$ cat config.mk
export PLATFORM = sky130hd
export DESIGN_NAME = addr_latch
export DESIGN_NICKNAME = d
export VERILOG_FILES = /design/src/rtl/addr_latch_pkg.sv /design/src/rtl/addr_latch_mode.sv /design/src/rtl/addr_latch_cells.sv /design/src/rtl/addr_latch_out.sv /design/src/rtl/addr_latch.sv
export SDC_FILE = /design/constraint.sdc
export NUM_CORES = 1
export LEC_CHECK = 0
export ABC_AREA = 1
export ABC_CLOCK_PERIOD_IN_PS = 1100
export CAP_MARGIN = 10
export CORE_AREA = 2 2 39 41
export DETAILED_ROUTE_END_ITERATION = 7
export DIE_AREA = 0 0 41 43
export HOLD_SLACK_MARGIN = 0.03
export PLACE_DENSITY_LB_ADDON = 0.05
export SLEW_MARGIN = 10
export SYNTH_ARGS = -nofsm -noshare
export SYNTH_HDL_FRONTEND = slang
export SYNTH_SLANG_ARGS = --single-unit
$ cat constraint.sdc
create_clock -name clk_i -period 1.1 [get_ports clk_i]
set_clock_uncertainty 0.05 [all_clocks]
set_input_delay 0.11 -clock clk_i [delete_from_list [all_inputs] [get_ports clk_i]]
set_output_delay 0.11 -clock clk_i [all_outputs]
set_load 0.005 [all_outputs]
$ cat src/rtl/addr_latch_pkg.sv
package addr_latch_pkg;
  typedef enum logic [1:0] {
    MODE_DECODE = 2'b00,
    MODE_CLEAR  = 2'b01,
    MODE_WRITE  = 2'b10,
    MODE_HOLD   = 2'b11
  } mode_e;
endpackage

$ cat src/rtl/addr_latch_mode.sv
module addr_latch_mode
  import addr_latch_pkg::*;
(
  input  logic  clr_n_i,
  input  logic  en_n_i,
  output mode_e mode_o
);
  // Mode is the two control pins taken as a 2-bit code.
  always_comb begin
    unique case ({clr_n_i, en_n_i})
      2'b10:   mode_o = MODE_WRITE;
      2'b11:   mode_o = MODE_HOLD;
      2'b00:   mode_o = MODE_DECODE;
      default: mode_o = MODE_CLEAR;
    endcase
  end
endmodule

$ cat src/rtl/addr_latch_cells.sv
module addr_latch_cells
  import addr_latch_pkg::*;
#(
  parameter int ADDR_W = 3,
  localparam int NUM = 1 << ADDR_W
) (
  input  logic              clk_i,
  input  logic              rst_i,
  input  mode_e             mode_i,
  input  logic [ADDR_W-1:0] addr_i,
  input  logic              din_i,
  output logic [NUM-1:0]    store_o
);
  logic wipe;
  assign wipe = rst_i || (mode_i == MODE_DECODE) || (mode_i == MODE_CLEAR);

  for (genvar i = 0; i < NUM; i++) begin : g_cell
    logic cell_q;
    logic hit;
    assign hit = (mode_i == MODE_WRITE) && (addr_i == ADDR_W'(i));
    always_ff @(posedge clk_i) begin
      if (wipe)     cell_q <= 1'b0;
      else if (hit) cell_q <= din_i;
    end
    assign store_o[i] = cell_q;
  end
endmodule

$ cat src/rtl/addr_latch_out.sv
module addr_latch_out
  import addr_latch_pkg::*;
#(
  parameter int ADDR_W = 3,
  localparam int NUM = 1 << ADDR_W
) (
  input  mode_e             mode_i,
  input  logic [ADDR_W-1:0] addr_i,
  input  logic              din_i,
  input  logic [NUM-1:0]    store_i,
  output logic [NUM-1:0]    q_o
);
  logic [NUM-1:0] demux;

  always_comb begin
    for (int i = 0; i < NUM; i++) begin
      demux[i] = din_i && (addr_i == ADDR_W'(i));
    end
  end

  always_comb begin
    unique case (mode_i)
      MODE_DECODE: q_o = demux;
      MODE_CLEAR:  q_o = '0;
      default:     q_o = store_i;
    endcase
  end
endmodule

$ cat src/rtl/addr_latch.sv
module addr_latch
  import addr_latch_pkg::*;
#(
  parameter int ADDR_W = 3,
  localparam int NUM = 1 << ADDR_W
) (
  input  logic              clk_i,
  input  logic              rst_i,
  input  logic              clr_n_i,
  input  logic              en_n_i,
  input  logic [ADDR_W-1:0] addr_i,
  input  logic              din_i,
  output logic [NUM-1:0]    q_o
);
  mode_e          mode;
  logic [NUM-1:0] store_q;

  addr_latch_mode u_mode (
    .clr_n_i (clr_n_i),
    .en_n_i  (en_n_i),
    .mode_o  (mode)
  );

  addr_latch_cells #(.ADDR_W(ADDR_W)) u_cells (
    .clk_i   (clk_i),
    .rst_i   (rst_i),
    .mode_i  (mode),
    .addr_i  (addr_i),
    .din_i   (din_i),
    .store_o (store_q)
  );

  addr_latch_out #(.ADDR_W(ADDR_W)) u_out (
    .mode_i  (mode),
    .addr_i  (addr_i),
    .din_i   (din_i),
    .store_i (store_q),
    .q_o     (q_o)
  );
endmodule

# Word level (Yosys, flattened, before mapping)
# Index checks and enable logic that the tools add are counted.
# W data, S select, Z words.
# word_totals
ff_bits	8
output_inout_bits	8
# op_classes
n_reduce_logical	21
n_mux	2
eq_ne	11
# op_table
operator	n
$logic_and A1 B1 Y1	16
$pmux W8 S2	1
$eq A3 B3 Y1 const B	4
$eq A2 B2 Y1 const B	3
$eq A3 B2 Y1 const B	2
$pmux W2 S3	1
$logic_not A2 Y1	2
$eq A3 B1 Y1 const B	1
$logic_not A3 Y1	1
$eq A2 B1 Y1 const B	1
$logic_or A1 B1 Y1	2

# Depth between registers and ports, before layout
# Gate-level depths: netlist of run 1.
# depth
depth_word	5
mapped_depth	7

# Cells and area by module
# From an unflattened synthesis of run 1, not the netlist that was laid out.
# hier_totals
hier_cells	115
hier_area_um2	648.1
# by_module_without_submodules
module	area_per_inst_um2	seq_area_each_um2	cells_per_inst	instances
addr_latch_cells	455.4	160.2	69	1
addr_latch_out	185.2	0.0	44	1
addr_latch_mode	7.5	0.0	2	1

# Worst setup path after synthesis of run 1
# OpenSTA, ideal clock, no wires.
# synth_timing
path_type	input -> register
startpoint	in addr_i[2]
endpoint	reg u_cells.g_cell[3].cell_q
arrival_time_ps	616
path_stages	7
setup_ps	113
path_slack_ps	321
required_ps	937
n_path_buf	1
path_cell_list	buf_2 -> inv_2 -> nand3_1 -> nor2_2 -> nand2_1 -> nand2_1 -> nor2_1
# synth_between
elab_chain_cells	2
# synth_lines
element	line	text
from (decl)	addr_latch.sv:11	input logic [ADDR_W-1:0] addr_i,
$eq A3 B2 Y1	addr_latch_cells.sv:20	assign hit = (mode_i == MODE_WRITE) && (addr_i == ADDR_W'(i));
$logic_and A1 B1 Y1	addr_latch_cells.sv:20	
to (signal assigned)	addr_latch_cells.sv:23	else if (hit) cell_q <= din_i;
to (decl)	addr_latch_cells.sv:18	logic cell_q;
# No other way between the ends.
# A chain may end at the register's enable or synchronous reset.

# Worst setup path after layout of run 1
# layout_timing
startpoint	reg u_cells.g_cell[1].cell_q
endpoint	out q_o[1]
# layout_between
elab_chain_cells	1
# layout_lines
element	line	text
from (decl)	addr_latch_cells.sv:18	
from (signal assigned)	addr_latch_cells.sv:23	
$pmux W8 S2	addr_latch_out.sv:22	unique case (mode_i)
to (decl)	addr_latch.sv:13	output logic [NUM-1:0] q_o
# No other way between the ends.

==> results by group, run 1 <==
Detailed routing
  • First drt pass iteration count: 4
  • Routed WL: around 1.4 mm
  • DR iter-0 viols: 10
  • Post-route antenna net violation count: 0
  • Wirelength per Cell: 10.3 microns
  • Via density: 4.74
  • Total number of vias: roughly 630
  • Post-route DRC: 0

STA
  • # setup viols final: 0
  • Unrepaired setup endpoints after global routing: true
  • Max Clk Rate: roughly 0.95 GHz
  • Fin crit share: 0.960
  • Worst slew pin tran: about 0.25 ns
  • Hold Fails Final Rpt: 0
  • Worst hold slack: approximately 0.26 ns
  • Final Max Tran Viols: 0
  • Slew HR: 0.836
  • Post-layout min period: 1.06 ns

Critical path
  • CP endpoint: q_o[1]
  • Nature of the critical path startpoint: flop
  • Launch point of the worst path: u_cells.g_cell[1].cell_q$_SDFFE_PP0P_
  • Reg-to-reg endpoint: u_cells.g_cell[2].cell_q$_SDFFE_PP0P_
  • Critical path peak fanout: 2
  • Critical Path AT: approximately 0.9 ns
  • WP buf/inv: 1
  • Crit-path max cell delay: between 0.3 and 0.4 ns
  • Reg2Reg Depth: 2
  • CP Cell Sequence: nand2_1, o21ai_1, clkdlybuf4s15_2
  • Setup Crit Path Kind: reg2out
  • Critical path's top delay family: flip-flops
  • Kind of end point of the critical path: output port
  • Critical-path top delay cell: dfxtp_2
  • Worst flop-to-flop path startpoint: u_cells.g_cell[2].cell_q$_SDFFE_PP0P_
  • CP Data Required Time: around 0.94 ns
  • R2R Setup Slk: between 0.4 and 0.5 ns
  • Worst path depth: 3

Yosys
  • Synth Area in XOR/XNOR: 0
  • Ys Warns: 0
  • Sequential share of the synthesized area: 0.300
  • Post-Syn Nets: 95
  • Adder-cell share of the synthesized area: 0
  • Post-synth cell types: 17
  • Largest family of logic cells by synthesized area: simple AND/OR/NAND/NOR gates
  • Fraction of the mapped netlist area in compound gates: 0.0937
  • Post-synth design cell area: between 500 and 600 sq um
  • Yosys reg bits: 8
  • Mux contribution to synthesized area: 0
  • Cells after Synth: a little under 90
  • Simple-Gate Fraction of Synth Area: 0.515
  • Avg Cell Area, Syn: just over 6 sq um

Finish
  • Layout area overhead: 49.2%
  • Multi-input gate area: between 300 and 400 sq um
  • Layout cells sized above 1: 0.385
  • Layout Nets: between 100 and 150
  • Fill count: 151
  • Final cell utilization of the core: 0.576
  • Largest reg by FF count: u_cells.g_cell.cell_q
  • Largest register FFs: 8
  • Antenna diode count: 0
  • Fin area: approximately 800 sq um
  • Largest regs: u_cells.g_cell.cell_q: 8 flops
  • Register area: 161 sq um

Floorplan
  • Die height: 43 microns
  • Die width: 41 microns
  • Standard-cell rows: 14
  • Full die area: 0.00176 sq mm
  • Ports: 16
  • Effective utilization at floorplan: 0.386
  • Core region area: between 0.001 and 0.0015 sq mm

Global routing
  • Overflow after GRT: 0
  • Overall routing resource usage: 0.197
  • Vias in the first global route: 544
  • Largest net degree at the start of global routing: 10
  • First-pass GRT wire length: ~2.3 mm
  • Initial antenna violation count: 0

Clock tree
  • Clock Path Buffers: 2
  • CTS tree: done
  • Clock transition at path regs: around 0.060 ns
  • Root Driver: clkbuf_4
  • Num Clock Sinks: 8
  • Skew-Pair Late Insertion Delay: 0.26 ns
  • CTS Buf Count: 3
  • CTS HTree Levels: 1

Min path
  • Hold crit path type: in2reg
  • Hold path cells: 5

Placement
  • Post-DP Area: around 730 sq um
  • Detail Placement HPWL: approximately 940 microns
  • Buffers on Ports: 15
  • Routability cong.: roughly 0.74

Run status
  • Status: finished clean

Power and ir drop
  • Pwr Total: 688 uW
  • Pleak: between 0.3 and 0.4 nW
  • Pwr Density: approximately 860 mW/mm^2
  • Worst VDD drop: approximately 0.65 mV

Run
  • MaxCap Viol Count: 0
## kinds of logic after synthesis
family / count (synthesis)
AOI/OAI and AO/OA: 10
buffers and inverters: 10
DFF: 8
and+or+nand+nor: 59
## cells in the mapped netlist, drive strengths merged
master   n  area (sq um)
nand2   25           101
o21ai    8          40.0
a21oi    2          10.0
buf      2          16.3
inv      8          32.5
nand4    2          12.5
nor2    25           114
dfxtp    8           160
nand3    7          47.6
## layer usage
metal  GRT usage  routed length, microns
met5           0                       0
met4       0.140                      39
met3      0.0471                      73
met2       0.288                     623
met1       0.239                     633
## power by group
part	internal, mW	switching, mW
clock network	0.126	0.110
registers	0.292	0.00117
logic	0.0714	0.0878
## final cells by class
type,instances,share of cell area
Inverter,8,0.0408
Tap cell,16,0.0251
Clock buffer,3,0.0283
Multi-Input combinational cell,69,0.435
Timing Repair Buffer,29,0.268
Sequential cell,8,0.203
## worst min-delay path by stage
stage | slack (ns) | start | endpoint
floorplan | 0.22 | rst_i | u_cells.g_cell[3].cell_q$_SDFFE_PP0P_
global placement | 0.41 | u_cells.g_cell[1].cell_q$_SDFFE_PP0P_ | u_cells.g_cell[1].cell_q$_SDFFE_PP0P_
detailed placement | 0.43 | u_cells.g_cell[6].cell_q$_SDFFE_PP0P_ | u_cells.g_cell[6].cell_q$_SDFFE_PP0P_
CTS | 0.25 | addr_i[1] | u_cells.g_cell[7].cell_q$_SDFFE_PP0P_
global route | 0.28 | en_n_i | u_cells.g_cell[1].cell_q$_SDFFE_PP0P_
finish | 0.26 | addr_i[1] | u_cells.g_cell[7].cell_q$_SDFFE_PP0P_
## through the flow
stage                     cells  TNS (ns)  setup WS, ns
after global routing        133   -0.0337       -0.0337
after detailed placement    122     -7.19        -0.676
after floorplan              87         0         0.321
final                       133         0        0.0444
after CTS                   133         0      0.000553
after global placement      122     -7.22        -0.656
## timing repair
action | in CTS | in global routing
endpoints found under the setup margin | 12 | 14
buffers inserted | 8 | 0
resized for setup | 53 | 11
hold buffers | 0 | 0
pin swaps | 6 | 1
gates cloned | 0 | 0
## cells in the final DEF, fill, tap and decap left out
cell type	n
nor2_4	4
clkdlybuf4s15_1	1
dfxtp_1	7
o21ai_2	1
nand2_4	1
clkbuf_2	3
nand2_1	23
inv_1	4
buf_6	3
clkdlybuf4s15_2	2
buf_4	11
nor2_1	19
clkbuf_4	3
a21oi_1	2
nand4_1	2
nand3_1	6
buf_2	8
inv_2	3
dfxtp_2	1
nand2_2	1
o21ai_1	7
nand3_4	1
nor2_2	2
inv_4	1
clkdlybuf4s50_1	1
## worst register-to-register path: stages, from the launching register on
cell and delay, ns:
dfxtp_1 0.31, a21oi_1 0.11, nor2_1 0.05
Note: power is estimated with default switching activity, not from simulation.
==> run 2: changes to the inputs <==
--- a/config.mk
+++ b/config.mk
@@ -9,6 +9,7 @@
 export ABC_CLOCK_PERIOD_IN_PS = 1100
 export CAP_MARGIN = 10
 export CORE_AREA = 2 2 39 41
+export CTS_CLUSTER_SIZE = 24
 export DETAILED_ROUTE_END_ITERATION = 7
 export DIE_AREA = 0 0 41 43
 export HOLD_SLACK_MARGIN = 0.03
==> results of run 2 <==
Final layout, timing and power as in run 1 (identical DEF).
